### src/rtl/sleep_pkg.sv
package sleep_pkg;

    typedef enum logic [1:0] {
        MODE_RUN  = 2'b00,
        MODE_HALT = 2'b01,
        MODE_STOP = 2'b10
    } pm_mode_e;

    localparam int unsigned N_RESET_SRC = 4;

endpackage

### src/rtl/pm_opcode_track.sv
module pm_opcode_track #(
    parameter int unsigned OP_W    = 8,
    parameter logic [OP_W-1:0] NOP_OP  = 8'hFF,
    parameter logic [OP_W-1:0] HALT_OP = 8'h7F,
    parameter logic [OP_W-1:0] STOP_OP = 8'h6F
) (
    input  logic            clk,
    input  logic            rst_n,
    input  logic            instr_valid,
    input  logic [OP_W-1:0] instr_op,
    input  logic            accept,
    input  logic            flush,
    output logic            halt_ok,
    output logic            stop_ok,
    output logic            sleep_err
);

    logic prev_nop_q;
    logic err_q;
    logic exec;
    logic is_nop;
    logic is_halt;
    logic is_stop;
    logic bad_sleep;

    assign exec      = accept && instr_valid;
    assign is_nop    = (instr_op == NOP_OP);
    assign is_halt   = (instr_op == HALT_OP);
    assign is_stop   = (instr_op == STOP_OP);
    assign bad_sleep = exec && (is_halt || is_stop) && !prev_nop_q;
    assign halt_ok   = exec && is_halt && prev_nop_q;
    assign stop_ok   = exec && is_stop && prev_nop_q;
    assign sleep_err = err_q;

    // NOP history: set by an executed NOP or by a rejected sleep opcode
    always_ff @(posedge clk or negedge rst_n) begin
        if (!rst_n) begin
            prev_nop_q <= 1'b0;
        end else if (flush) begin
            prev_nop_q <= 1'b0;
        end else if (exec) begin
            prev_nop_q <= is_nop || bad_sleep;
        end
    end

    always_ff @(posedge clk or negedge rst_n) begin
        if (!rst_n) begin
            err_q <= 1'b0;
        end else if (bad_sleep) begin
            err_q <= 1'b1;
        end
    end

endmodule

### src/rtl/pm_wake_src.sv
module pm_wake_src #(
    parameter int unsigned N_IRQ = 5,
    parameter int unsigned N_SRC = 4
) (
    input  logic [N_IRQ-1:0] irq_req,
    input  logic [N_IRQ-1:0] irq_en,
    input  logic [N_SRC-1:0] reset_src,
    output logic             irq_wake,
    output logic             reset_wake
);

    logic [N_IRQ-1:0] live;

    for (genvar i = 0; i < N_IRQ; i++) begin : g_gate
        assign live[i] = irq_req[i] & irq_en[i];
    end

    assign irq_wake   = |live;
    assign reset_wake = |reset_src;

endmodule

### src/rtl/pm_fsm.sv
module pm_fsm
    import sleep_pkg::*;
(
    input  logic       clk,
    input  logic       rst_n,
    input  logic       halt_ok,
    input  logic       stop_ok,
    input  logic       irq_wake,
    input  logic       reset_wake,
    output logic [1:0] mode,
    output logic       in_run,
    output logic       cpu_clk_en,
    output logic       osc_en,
    output logic       periph_clk_en,
    output logic       restart_req,
    output logic       halt_resume
);

    pm_mode_e state_q;
    pm_mode_e state_d;
    logic     restart_d;
    logic     resume_d;
    logic     restart_q;
    logic     resume_q;

    // state register
    always_ff @(posedge clk or negedge rst_n) begin
        if (!rst_n) begin
            state_q <= MODE_RUN;
        end else begin
            state_q <= state_d;
        end
    end

    // pulse registers
    always_ff @(posedge clk or negedge rst_n) begin
        if (!rst_n) begin
            restart_q <= 1'b0;
            resume_q  <= 1'b0;
        end else begin
            restart_q <= restart_d;
            resume_q  <= resume_d;
        end
    end

    // transitions
    always_comb begin
        state_d   = state_q;
        restart_d = 1'b0;
        resume_d  = 1'b0;
        unique case (state_q)
            MODE_RUN: begin
                if (reset_wake) begin
                    restart_d = 1'b1;
                end else if (stop_ok) begin
                    state_d = MODE_STOP;
                end else if (halt_ok && !irq_wake) begin
                    state_d = MODE_HALT;
                end
            end
            MODE_HALT: begin
                if (reset_wake) begin
                    state_d   = MODE_RUN;
                    restart_d = 1'b1;
                end else if (irq_wake) begin
                    state_d  = MODE_RUN;
                    resume_d = 1'b1;
                end
            end
            MODE_STOP: begin
                if (reset_wake) begin
                    state_d   = MODE_RUN;
                    restart_d = 1'b1;
                end
            end
            default: begin
                state_d = MODE_RUN;
            end
        endcase
    end

    // outputs
    always_comb begin
        cpu_clk_en    = 1'b1;
        osc_en        = 1'b1;
        periph_clk_en = 1'b1;
        unique case (state_q)
            MODE_RUN: begin
                cpu_clk_en = 1'b1;
            end
            MODE_HALT: begin
                cpu_clk_en = 1'b0;
            end
            MODE_STOP: begin
                cpu_clk_en    = 1'b0;
                osc_en        = 1'b0;
                periph_clk_en = 1'b0;
            end
            default: begin
                cpu_clk_en = 1'b1;
            end
        endcase
    end

    assign mode        = state_q;
    assign in_run      = (state_q == MODE_RUN);
    assign restart_req = restart_q;
    assign halt_resume = resume_q;

endmodule

### src/rtl/sleep_mode_ctrl.sv
module sleep_mode_ctrl #(
    parameter int unsigned N_IRQ = 5,
    parameter int unsigned OP_W  = 8,
    parameter int unsigned VEC_W = 12,
    parameter logic [VEC_W-1:0] RESTART_ADDR = 12'h00C,
    parameter logic [OP_W-1:0]  NOP_OP  = 8'hFF,
    parameter logic [OP_W-1:0]  HALT_OP = 8'h7F,
    parameter logic [OP_W-1:0]  STOP_OP = 8'h6F
) (
    input  logic             clk,
    input  logic             rst_n,
    input  logic             instr_valid,
    input  logic [OP_W-1:0]  instr_op,
    input  logic [N_IRQ-1:0] irq_req,
    input  logic [N_IRQ-1:0] irq_en,
    input  logic             wdt_trip,
    input  logic             power_on_evt,
    input  logic             stop_recover,
    input  logic             ext_reset_evt,
    output logic [1:0]       mode_o,
    output logic             cpu_clk_en,
    output logic             osc_en,
    output logic             periph_clk_en,
    output logic             sleep_err,
    output logic             restart_req,
    output logic [VEC_W-1:0] restart_vec,
    output logic             halt_resume
);

    localparam int unsigned N_SRC = sleep_pkg::N_RESET_SRC;

    logic [N_SRC-1:0] reset_src;
    logic             irq_wake;
    logic             reset_wake;
    logic             halt_ok;
    logic             stop_ok;
    logic             in_run;
    logic             accept;

    assign reset_src = {ext_reset_evt, stop_recover, power_on_evt, wdt_trip};
    assign accept    = in_run && !reset_wake;

    pm_wake_src #(
        .N_IRQ(N_IRQ),
        .N_SRC(N_SRC)
    ) u_wake (
        .irq_req   (irq_req),
        .irq_en    (irq_en),
        .reset_src (reset_src),
        .irq_wake  (irq_wake),
        .reset_wake(reset_wake)
    );

    pm_opcode_track #(
        .OP_W   (OP_W),
        .NOP_OP (NOP_OP),
        .HALT_OP(HALT_OP),
        .STOP_OP(STOP_OP)
    ) u_track (
        .clk        (clk),
        .rst_n      (rst_n),
        .instr_valid(instr_valid),
        .instr_op   (instr_op),
        .accept     (accept),
        .flush      (reset_wake),
        .halt_ok    (halt_ok),
        .stop_ok    (stop_ok),
        .sleep_err  (sleep_err)
    );

    pm_fsm u_fsm (
        .clk          (clk),
        .rst_n        (rst_n),
        .halt_ok      (halt_ok),
        .stop_ok      (stop_ok),
        .irq_wake     (irq_wake),
        .reset_wake   (reset_wake),
        .mode         (mode_o),
        .in_run       (in_run),
        .cpu_clk_en   (cpu_clk_en),
        .osc_en       (osc_en),
        .periph_clk_en(periph_clk_en),
        .restart_req  (restart_req),
        .halt_resume  (halt_resume)
    );

    assign restart_vec = RESTART_ADDR;

endmodule

### config.mk
export PLATFORM = sky130hd
export DESIGN_NAME = sleep_mode_ctrl
export DESIGN_NICKNAME = d
export VERILOG_FILES = /design/src/rtl/sleep_pkg.sv /design/src/rtl/pm_opcode_track.sv /design/src/rtl/pm_wake_src.sv /design/src/rtl/pm_fsm.sv /design/src/rtl/sleep_mode_ctrl.sv
export SDC_FILE = /design/constraint.sdc
export NUM_CORES = 1
export LEC_CHECK = 0
export ABC_AREA = 1
export ABC_CLOCK_PERIOD_IN_PS = 3120
export BUFFER_PORTS_ARGS = -buffer_cell sky130_fd_sc_hd__buf_2
export CORE_MARGIN = 4
export CORE_UTILIZATION = 40
export DETAILED_ROUTE_END_ITERATION = 16
export PLACE_DENSITY_LB_ADDON = 0.08
export RECOVER_POWER = 100
export SLEW_MARGIN = 20
export SYNTH_ARGS = -nofsm -noshare
export SYNTH_HDL_FRONTEND = slang
export SYNTH_SLANG_ARGS = --single-unit
### constraint.sdc
create_clock -name clk -period 3.12 [get_ports clk]
set_input_delay 0.468 -clock clk [delete_from_list [all_inputs] [get_ports clk]]
set_output_delay 0.468 -clock clk [all_outputs]
set_load 0.01 [all_outputs]
==> results of run 1 <==
## synth_stat cells
| cell | instances |
|---|---|
| nand2_2 | 1 |
| a21oi_2 | 1 |
| a21oi_1 | 6 |
| conb_1 | 2 |
| dfrtp_1 | 6 |
| nand3_1 | 9 |
| nand4_1 | 2 |
| nor2_1 | 6 |
| nor3_1 | 1 |
| nand2_1 | 19 |
| ha_1 | 4 |
| inv_1 | 15 |
| buf_4 | 13 |
| nor2_2 | 3 |
## layout by cell type, fill, tap and decap left out
master and count:
a21oi_1 6, a21oi_2 1, buf_2 23, clkbuf_1 9, clkbuf_4 3, conb_1 12
dfrtp_1 6, ha_1 4, inv_1 15, nand2_1 19, nand2_2 1, nand3_1 9
nand4_1 2, nor2_1 6, nor2_2 3, nor3_1 1
## power by group
part | switching [uW] | internal, uW | total, uW
Sequential | 0.366 | 78.7 | 79.1
Combinational | 23.2 | 15.6 | 38.7
Clock | 26.0 | 43.4 | 69.3
## kinds of logic (layout without fill, tap and decap cells)
logic type / count (synthesis) / after routing / share of synthesized area, %
AND/OR/NAND/NOR: 41 / 41 / 31.2
buffers and inverters: 28 / 50 / 26.5
AO/OA/AOI/OAI: 7 / 7 / 6.67
flip-flops: 6 / 6 / 25.8
adder cells (fa/ha/maj): 4 / 4 / 8.60
other: 2 / 12 / 1.29
## layer usage
metal  vias to the layer above  track usage [%]
met4                         0             3.41
met2                        25             21.4
met3                         0             7.03
met1                       245             14.3
li1                        310                -
met5                         -                0
## stage by stage
stage,std cells,worst slack [ps],utilization [%],power [uW],instance area (um2)
2_1_floorplan,98,1710,-,111,619
3_5_place_dp,132,1540,52.5,119,701
4_1_cts,135,1450,54.2,191,723
6_report,135,1430,53.4,187,712
5_1_grt,135,1350,53.4,205,712
3_3_place_gp,132,1540,52.5,119,701
## flip-flops by register name (all words and copies together), names as in the netlist
| register | cells |
|---|---|
| u_fsm.restart_req | 1 |
| u_fsm.mode | 2 |
| u_track.sleep_err | 1 |
| u_track.prev_nop_q | 1 |
| u_fsm.halt_resume | 1 |
## final timing paths
| path | slack (ps) | cells past startpoint | end |
|---|---|---|---|
| worst max-delay path | 1430 | 4 | cpu_clk_en |
| worst min-delay path | 90 | 1 | u_fsm.restart_req$_DFF_PN0_ |
| worst max register to register | 1530 | 11 | u_fsm.mode[1]$_DFFE_PN0P_ |
| worst min register to register | 460 | 2 | u_track.sleep_err$_DFFE_PN0N_ |
| max in group asynchronous | 2800 | 1 | u_fsm.mode[0]$_DFFE_PN0P_ |
| min in group clk | 460 | 2 | u_track.sleep_err$_DFFE_PN0N_ |
## area by class of cell
type | instances | area share, %
Clock buffer | 3 | 3.16
Inverter | 15 | 7.91
Multi-Input combinational cell | 64 | 44.3
Sequential cell | 6 | 21.1
Tap cell | 15 | 2.64
Timing Repair Buffer | 32 | 20.9
## worst max-delay path, stage by stage, from the launching register on
cell and delay (ps):
dfrtp_1 400, inv_1 100, ha_1 290, inv_1 50, clkbuf_1 140
==> flow_summary.ini, run 1 <==
[setup_path]
arrival_ps = 1220
cp_max_fo = 4
cp_data_required_time_ps = 2650
crit_start = u_fsm.mode[0]$_DFFE_PN0P_
path_class = reg2out
reg2reg_from = u_fsm.mode[0]$_DFFE_PN0P_
end_kind = primary output
start_kind = register

[floorplan]
dieArea_um2 = 2130
die_x_um = 46.1
core_area_um2 = 1330
io_pins = 45
initial_utilization_pct = 43.6
die_h_um = 46.1
fp-row-count = 13

[clocking]
clkSinkCount = 6
cts_resized = 0
numCtsBuffers = 3
cts_tree = done
htreeDepth = 1
clockBufferDepth = 2
post-cts-setup-buffers = 0
clk_latency_ps = 240
root_buffer = clkbuf_4
clk_pin_slew_ps = 40
hold_buffers = 0

[global_routing]
antenna_found_initial = 0
grt_pass1_wl_um = 1920
grt_max_degree = 7
overflow = 0
track_usage_pct = 13.0
grt_pass1_vias = 515

[final_layout]
num-fill-cells = 141
antennaDiodeCount = 0
fin_nets = 151
syn_to_final_growth_pct = 22.4
drive_gt1_share_pct = 25.8
register_area_um2 = 150
multi_input_area_um2 = 315

[detailed_routing]
detail-route-antenna-nets = 0
wl_per_cell_um = 9.58
totalWireLength_um = 1290
drt_iter0_drc = 13
dr.pass1.iters = 4
via_per_inst = 4.30
top_layer = met3
dr_wl_met3_um = 136
via_count = 580
met2_length_um = 642
routedLengthMet1_um = 513
drcViolationCount = 0

[synth]
ys_top_cells_by_area = dfrtp_1 26%, buf_4 17%, nand2_1 12%
syn_area_per_cell_um2 = 6.61
synth.top_cell.area_share_pct = 25.8
synth_cell_type_count = 14
ys_seq_area_share_pct = 25.8
synthCells = 88
synth.cell_area_um2 = 582
ys.warnings.count = 0
synth-seq-cells = 6
yosysTopAreaCell = dfrtp_1

[timing]
tns_ps = 0
finalClockSkew_ps = 2.31
rsz0062_at_grt = false
fin_crit_ps = 1690
holdWs_ps = 85.9
max_freq_mhz = 592
setup_viol = 0
hold_viol = 0
drv_slew = 0
post-route-period-util_pct = 54.2

[run]
maxCapViolations = 0

[power]
ir_worst_vdd_mv = 0.172
power_density_nw_per_um2 = 263
p_leak_uw = 0.000396

[placement]
port_buffers = 32
place_congestion = 0.820
place_hpwl_um = 1120

[hold_path]
min_path_type = in2async

[run_status]
run_status = finished clean
No activity file was read; power rests on OpenSTA's default activity.
==> run 2: changes to the inputs <==
Settings changed: ABC_CLOCK_PERIOD_IN_PS 3120 to 1600, CORE_UTILIZATION 40 to 38.
Clock period 3.12 ns to 1.6 ns, I/O delays scaled along.
==> flow_summary.ini, run 2 (synthesis gave the netlist of run 1 again) <==
[run_status]
run_status = finished clean

[clocking]
clk_latency_ps = 250
numCtsBuffers = 3
root_buffer = clkbuf_4
clk_pin_slew_ps = 50
cts_tree = done
clockBufferDepth = 2
htreeDepth = 1
clkSinkCount = 6

[global_routing]
overflow = 0
grt_max_degree = 7
antenna_found_initial = 0
grt_pass1_wl_um = 2160
grt_pass1_vias = 545
track_usage_pct = 13.6

[timing]
holdWs_ps = 306
post-route-period-util_pct = 91.5
drv_slew = 0
max_freq_mhz = 683
tns_ps = 0
setup_viol = 0
fin_crit_ps = 1460
rsz0062_at_grt = false
hold_viol = 0
finalClockSkew_ps = 5.14

[detailed_routing]
totalWireLength_um = 1380
wl_per_cell_um = 10.0
via_count = 599
via_per_inst = 4.34
drcViolationCount = 0
dr.pass1.iters = 3
drt_iter0_drc = 7
detail-route-antenna-nets = 0

[hold_path]
min_path_type = in2reg

[final_layout]
num-fill-cells = 151
drive_gt1_share_pct = 27.6
layout_commonest_cell = buf_2
register_area_um2 = 150
layout_common_cells = 23 x buf_2, 19 x nand2_1, 14 x inv_1
multi_input_area_um2 = 328
antennaDiodeCount = 0
fin_nets = 154
largest_register_ffs = 2
syn_to_final_growth_pct = 28.2

[floorplan]
die_x_um = 47.1
fp-row-count = 13
core_area_um2 = 1370
die_h_um = 47.1
io_pins = 45
dieArea_um2 = 2220
initial_utilization_pct = 42.6

[setup_path]
max_stage_delay_ps = 380
critical_path_buf_inv_count = 3
crit_chain = inv_1, ha_4, nand2_1, inv_1, nand3_1, inv_1, nand3_1, a21oi_1, a21oi_1
cpMostUsedCell = inv_1
slowest_stage = dfrtp_1
arrival_ps = 1590
end_kind = register
cp_data_required_time_ps = 1720
cp_max_fo = 4
start_kind = register
worst-r2r-setup-slack_ps = 140
path_class = reg2reg
cp_top_family = flip-flops

[placement]
place_hpwl_um = 1170
place_congestion = 0.794
port_buffers = 32

[power]
power_density_nw_per_um2 = 504
p_leak_uw = 0.000408
ir_worst_vdd_mv = 0.389

[run]
maxCapViolations = 0
[run 2: cell count changes in the layout (fill, tap and decap cells not counted), sizes merged]
cell,change
dlygate4sd3,+1
clkbuf,+1
buf,+1
[run 2: worst reg2reg max path, delay by kind of cell (launching register included)]
kind                     cells  cell delay (ps)
AO/OA/AOI/OAI                2              260
AND/OR/NAND/NOR              3              280
flip-flops                   1              380
adder cells (fa/ha/maj)      1              160
buffers and inverters        3              260
[run 2: area by class of cell]
type	count	area share (%)
Multi-Input combinational cell	64	44.0
Timing Repair Buffer	35	22.8
Sequential cell	6	20.1
Inverter	15	7.55
Clock buffer	3	3.02
Tap cell	15	2.52
[run 2: report_power, final]
| part | total (uW) | switching [uW] | leakage [uW] | internal (uW) |
|---|---|---|---|---|
| combinational | 79.0 | 46.6 | 0.000321 | 32.4 |
| sequential | 154 | 0.596 | 0.0000737 | 153 |
| clock | 143 | 57.6 | 0.0000138 | 85.1 |
[run 2: repair_timing]
action | CTS | global route
resized for setup | 0 | 3
endpoints found under the setup margin | 0 | 3
setup buffers | 0 | 1
hold buffers | 1 | 0
endpoints found under the hold margin | 6 | 0
[run 2: final timing paths]
path,from,endpoint,depth (start not counted)
max in group asynchronous,rst_n,u_fsm.mode[0]$_DFFE_PN0P_,2
worst min register to register,u_track.sleep_err$_DFFE_PN0N_,u_track.sleep_err$_DFFE_PN0N_,2
worst max register to register,u_fsm.mode[1]$_DFFE_PN0P_,u_fsm.mode[0]$_DFFE_PN0P_,9
worst min-delay path,ext_reset_evt,u_fsm.restart_req$_DFF_PN0_,3
min in group asynchronous,rst_n,u_track.sleep_err$_DFFE_PN0N_,2
worst max-delay path,u_fsm.mode[1]$_DFFE_PN0P_,u_fsm.mode[0]$_DFFE_PN0P_,9
[run 2: per-stage QoR]
step / cells / power (uW) / area, um2 / utilization, % / setup slack (ps)
final: 138 / 376 / 746 / 54.6 / 136
after floorplan: 98 / 216 / 619 / - / 186
after CTS: 137 / 382 / 741 / 54.2 / 101
after global routing: 138 / 403 / 746 / 54.6 / 25.7
after global placement: 133 / 232 / 708 / 51.8 / 153
after detailed placement: 133 / 233 / 708 / 51.8 / 108
[run 2: layer usage]
layer	track usage, %	vias to the layer above	wire length (um)
li1	-	315	-
met1	14.7	263	526
met2	25.7	21	751
met3	4.98	0	102
met4	1.66	0	0
met5	0	-	0
==> run 3: changes to the inputs <==
Settings changed: REMOVE_ABC_BUFFERS from default to 1.
==> flow_summary.ini, run 3 (synthesis gave the netlist of run 1 again) <==
[run_status]
run_status = finished clean

[run]
maxCapViolations = 0

[global_routing]
grt_max_degree = 7
grt_pass1_vias = 534
overflow = 0
grt_pass1_wl_um = 1970
antenna_found_initial = 0
track_usage_pct = 12.2

[timing]
hold_viol = 0
post-route-period-util_pct = 89.2
max_freq_mhz = 701
fin_crit_ps = 1430
holdWs_ps = 299
rsz0062_at_grt = false
setup_viol = 0
drv_slew = 0
tns_ps = 0
finalClockSkew_ps = 0.450

[detailed_routing]
wl_per_cell_um = 9.64
detail-route-antenna-nets = 0
via_per_inst = 4.47
drcViolationCount = 0
via_count = 622
drt_iter0_drc = 7
totalWireLength_um = 1340
dr.pass1.iters = 4

[clocking]
root_buffer = clkbuf_4
htreeDepth = 1
clk_latency_ps = 240
clk_pin_slew_ps = 40
clkSinkCount = 6
numCtsBuffers = 3
clockBufferDepth = 2
cts_tree = done

[setup_path]
path_class = reg2reg
r2r_cells = 10
crit_path_end = u_fsm.mode[1]$_DFFE_PN0P_
worst-r2r-setup-slack_ps = 170
cp_data_required_time_ps = 1760
cp_max_fo = 4
worstReg2RegEnd = u_fsm.mode[1]$_DFFE_PN0P_
arrival_ps = 1590
crit_start = u_fsm.mode[1]$_DFFE_PN0P_
end_kind = register
start_kind = register
reg2reg_from = u_fsm.mode[1]$_DFFE_PN0P_

[power]
power_density_nw_per_um2 = 486
p_seq_share_pct = 41.8
ir_worst_vdd_mv = 0.289
power.switching_uw = 97.6
p_sw_share_pct = 26.5
p_int_uw = 271
combPwrFrac_pct = 21.5
p_total_uw = 369
p_leak_uw = 0.000422
clkPwrFrac_pct = 36.7

[floorplan]
dieArea_um2 = 2220
die_h_um = 47.1
initial_utilization_pct = 42.6
io_pins = 45
die_x_um = 47.1
fp-row-count = 13
core_area_um2 = 1370

[final_layout]
largest_register_ffs = 2
drive_gt1_share_pct = 30.6
syn_to_final_growth_pct = 30.5
layout_commonest_cell = buf_2
fin_nets = 155
layout_common_cells = 25 x buf_2, 19 x nand2_1, 14 x inv_1
antennaDiodeCount = 0

[placement]
port_buffers = 32
place_hpwl_um = 1140
place_congestion = 0.803

[hold_path]
min_path_type = in2reg
run 3: changes by cell type in the layout (fill, tap and decap cells not counted):
cell,previous run,this run
a21oi_1,6,5
a21oi_2,1,2
buf_2,23,25
buf_4,1,0
clkbuf_1,10,8
clkbuf_4,3,5
run 3: power groups by stage:
| stage | sequential [uW] | combinational, uW | clock, uW |
|---|---|---|---|
| after floorplan | 157 | 37.1 | 0 |
| after global placement | 156 | 75.2 | 0 |
| after detailed placement | 156 | 76.4 | 0 |
| after CTS | 154 | 78.5 | 143 |
| after global routing | 154 | 90.7 | 148 |
| final | 154 | 79.4 | 135 |
run 3: timing repair:
action / in CTS / in global routing
setup endpoints to repair: 0 / 3
hold buffers: 1 / 0
buffers inserted: 0 / 2
gates resized for setup: 0 / 4
hold endpoints to repair: 6 / 0
run 3: routing by layer:
metal	vias to the layer above	share of wire (%)	wire length [um]	global-route usage, %
met3	0	7.5	101	3.45
met5	-	0	0	0
li1	320	-	-	-
met2	26	55	731	21.1
met1	276	38	507	14.7
met4	0	0	0	3.31
run 3: worst min-delay path by stage:
| stage | startpoint | end | cells after the start |
|---|---|---|---|
| after global placement | rst_n | u_track.sleep_err$_DFFE_PN0N_ | 1 |
| final | ext_reset_evt | u_fsm.restart_req$_DFF_PN0_ | 3 |
| after global routing | ext_reset_evt | u_fsm.restart_req$_DFF_PN0_ | 3 |
| after CTS | ext_reset_evt | u_fsm.restart_req$_DFF_PN0_ | 3 |
| after floorplan | rst_n | u_fsm.halt_resume$_DFF_PN0_ | 0 |
| after detailed placement | rst_n | u_fsm.halt_resume$_DFF_PN0_ | 1 |
run 3: cell type report:
cell class,instances,area (um2)
timing repair buffer,36,180
multi-input combinational,64,332
fill,157,607
tap,15,18.8
clock buffer,3,22.5
sequential,6,150
inverter,15,56.3
run 3: stage by stage:
stage / worst slack, ps / utilization, % / area [um2] / cells
floorplan: 186 / - / 522 / 85
global placement: 148 / 51.8 / 708 / 133
detailed placement: 103 / 51.8 / 708 / 133
CTS: 97.0 / 54.2 / 741 / 137
global route: 14.8 / 55.6 / 759 / 139
finish: 173 / 55.6 / 759 / 139
run 3: worst max-delay path: stages, from the launching register on:
cell and delay, ps:
dfrtp_1 380, inv_1 120, ha_4 170, nand2_1 60, inv_1 70, nand3_1 80
inv_1 90, nand3_1 130, inv_1 80, nand2_1 50, a21oi_1 140
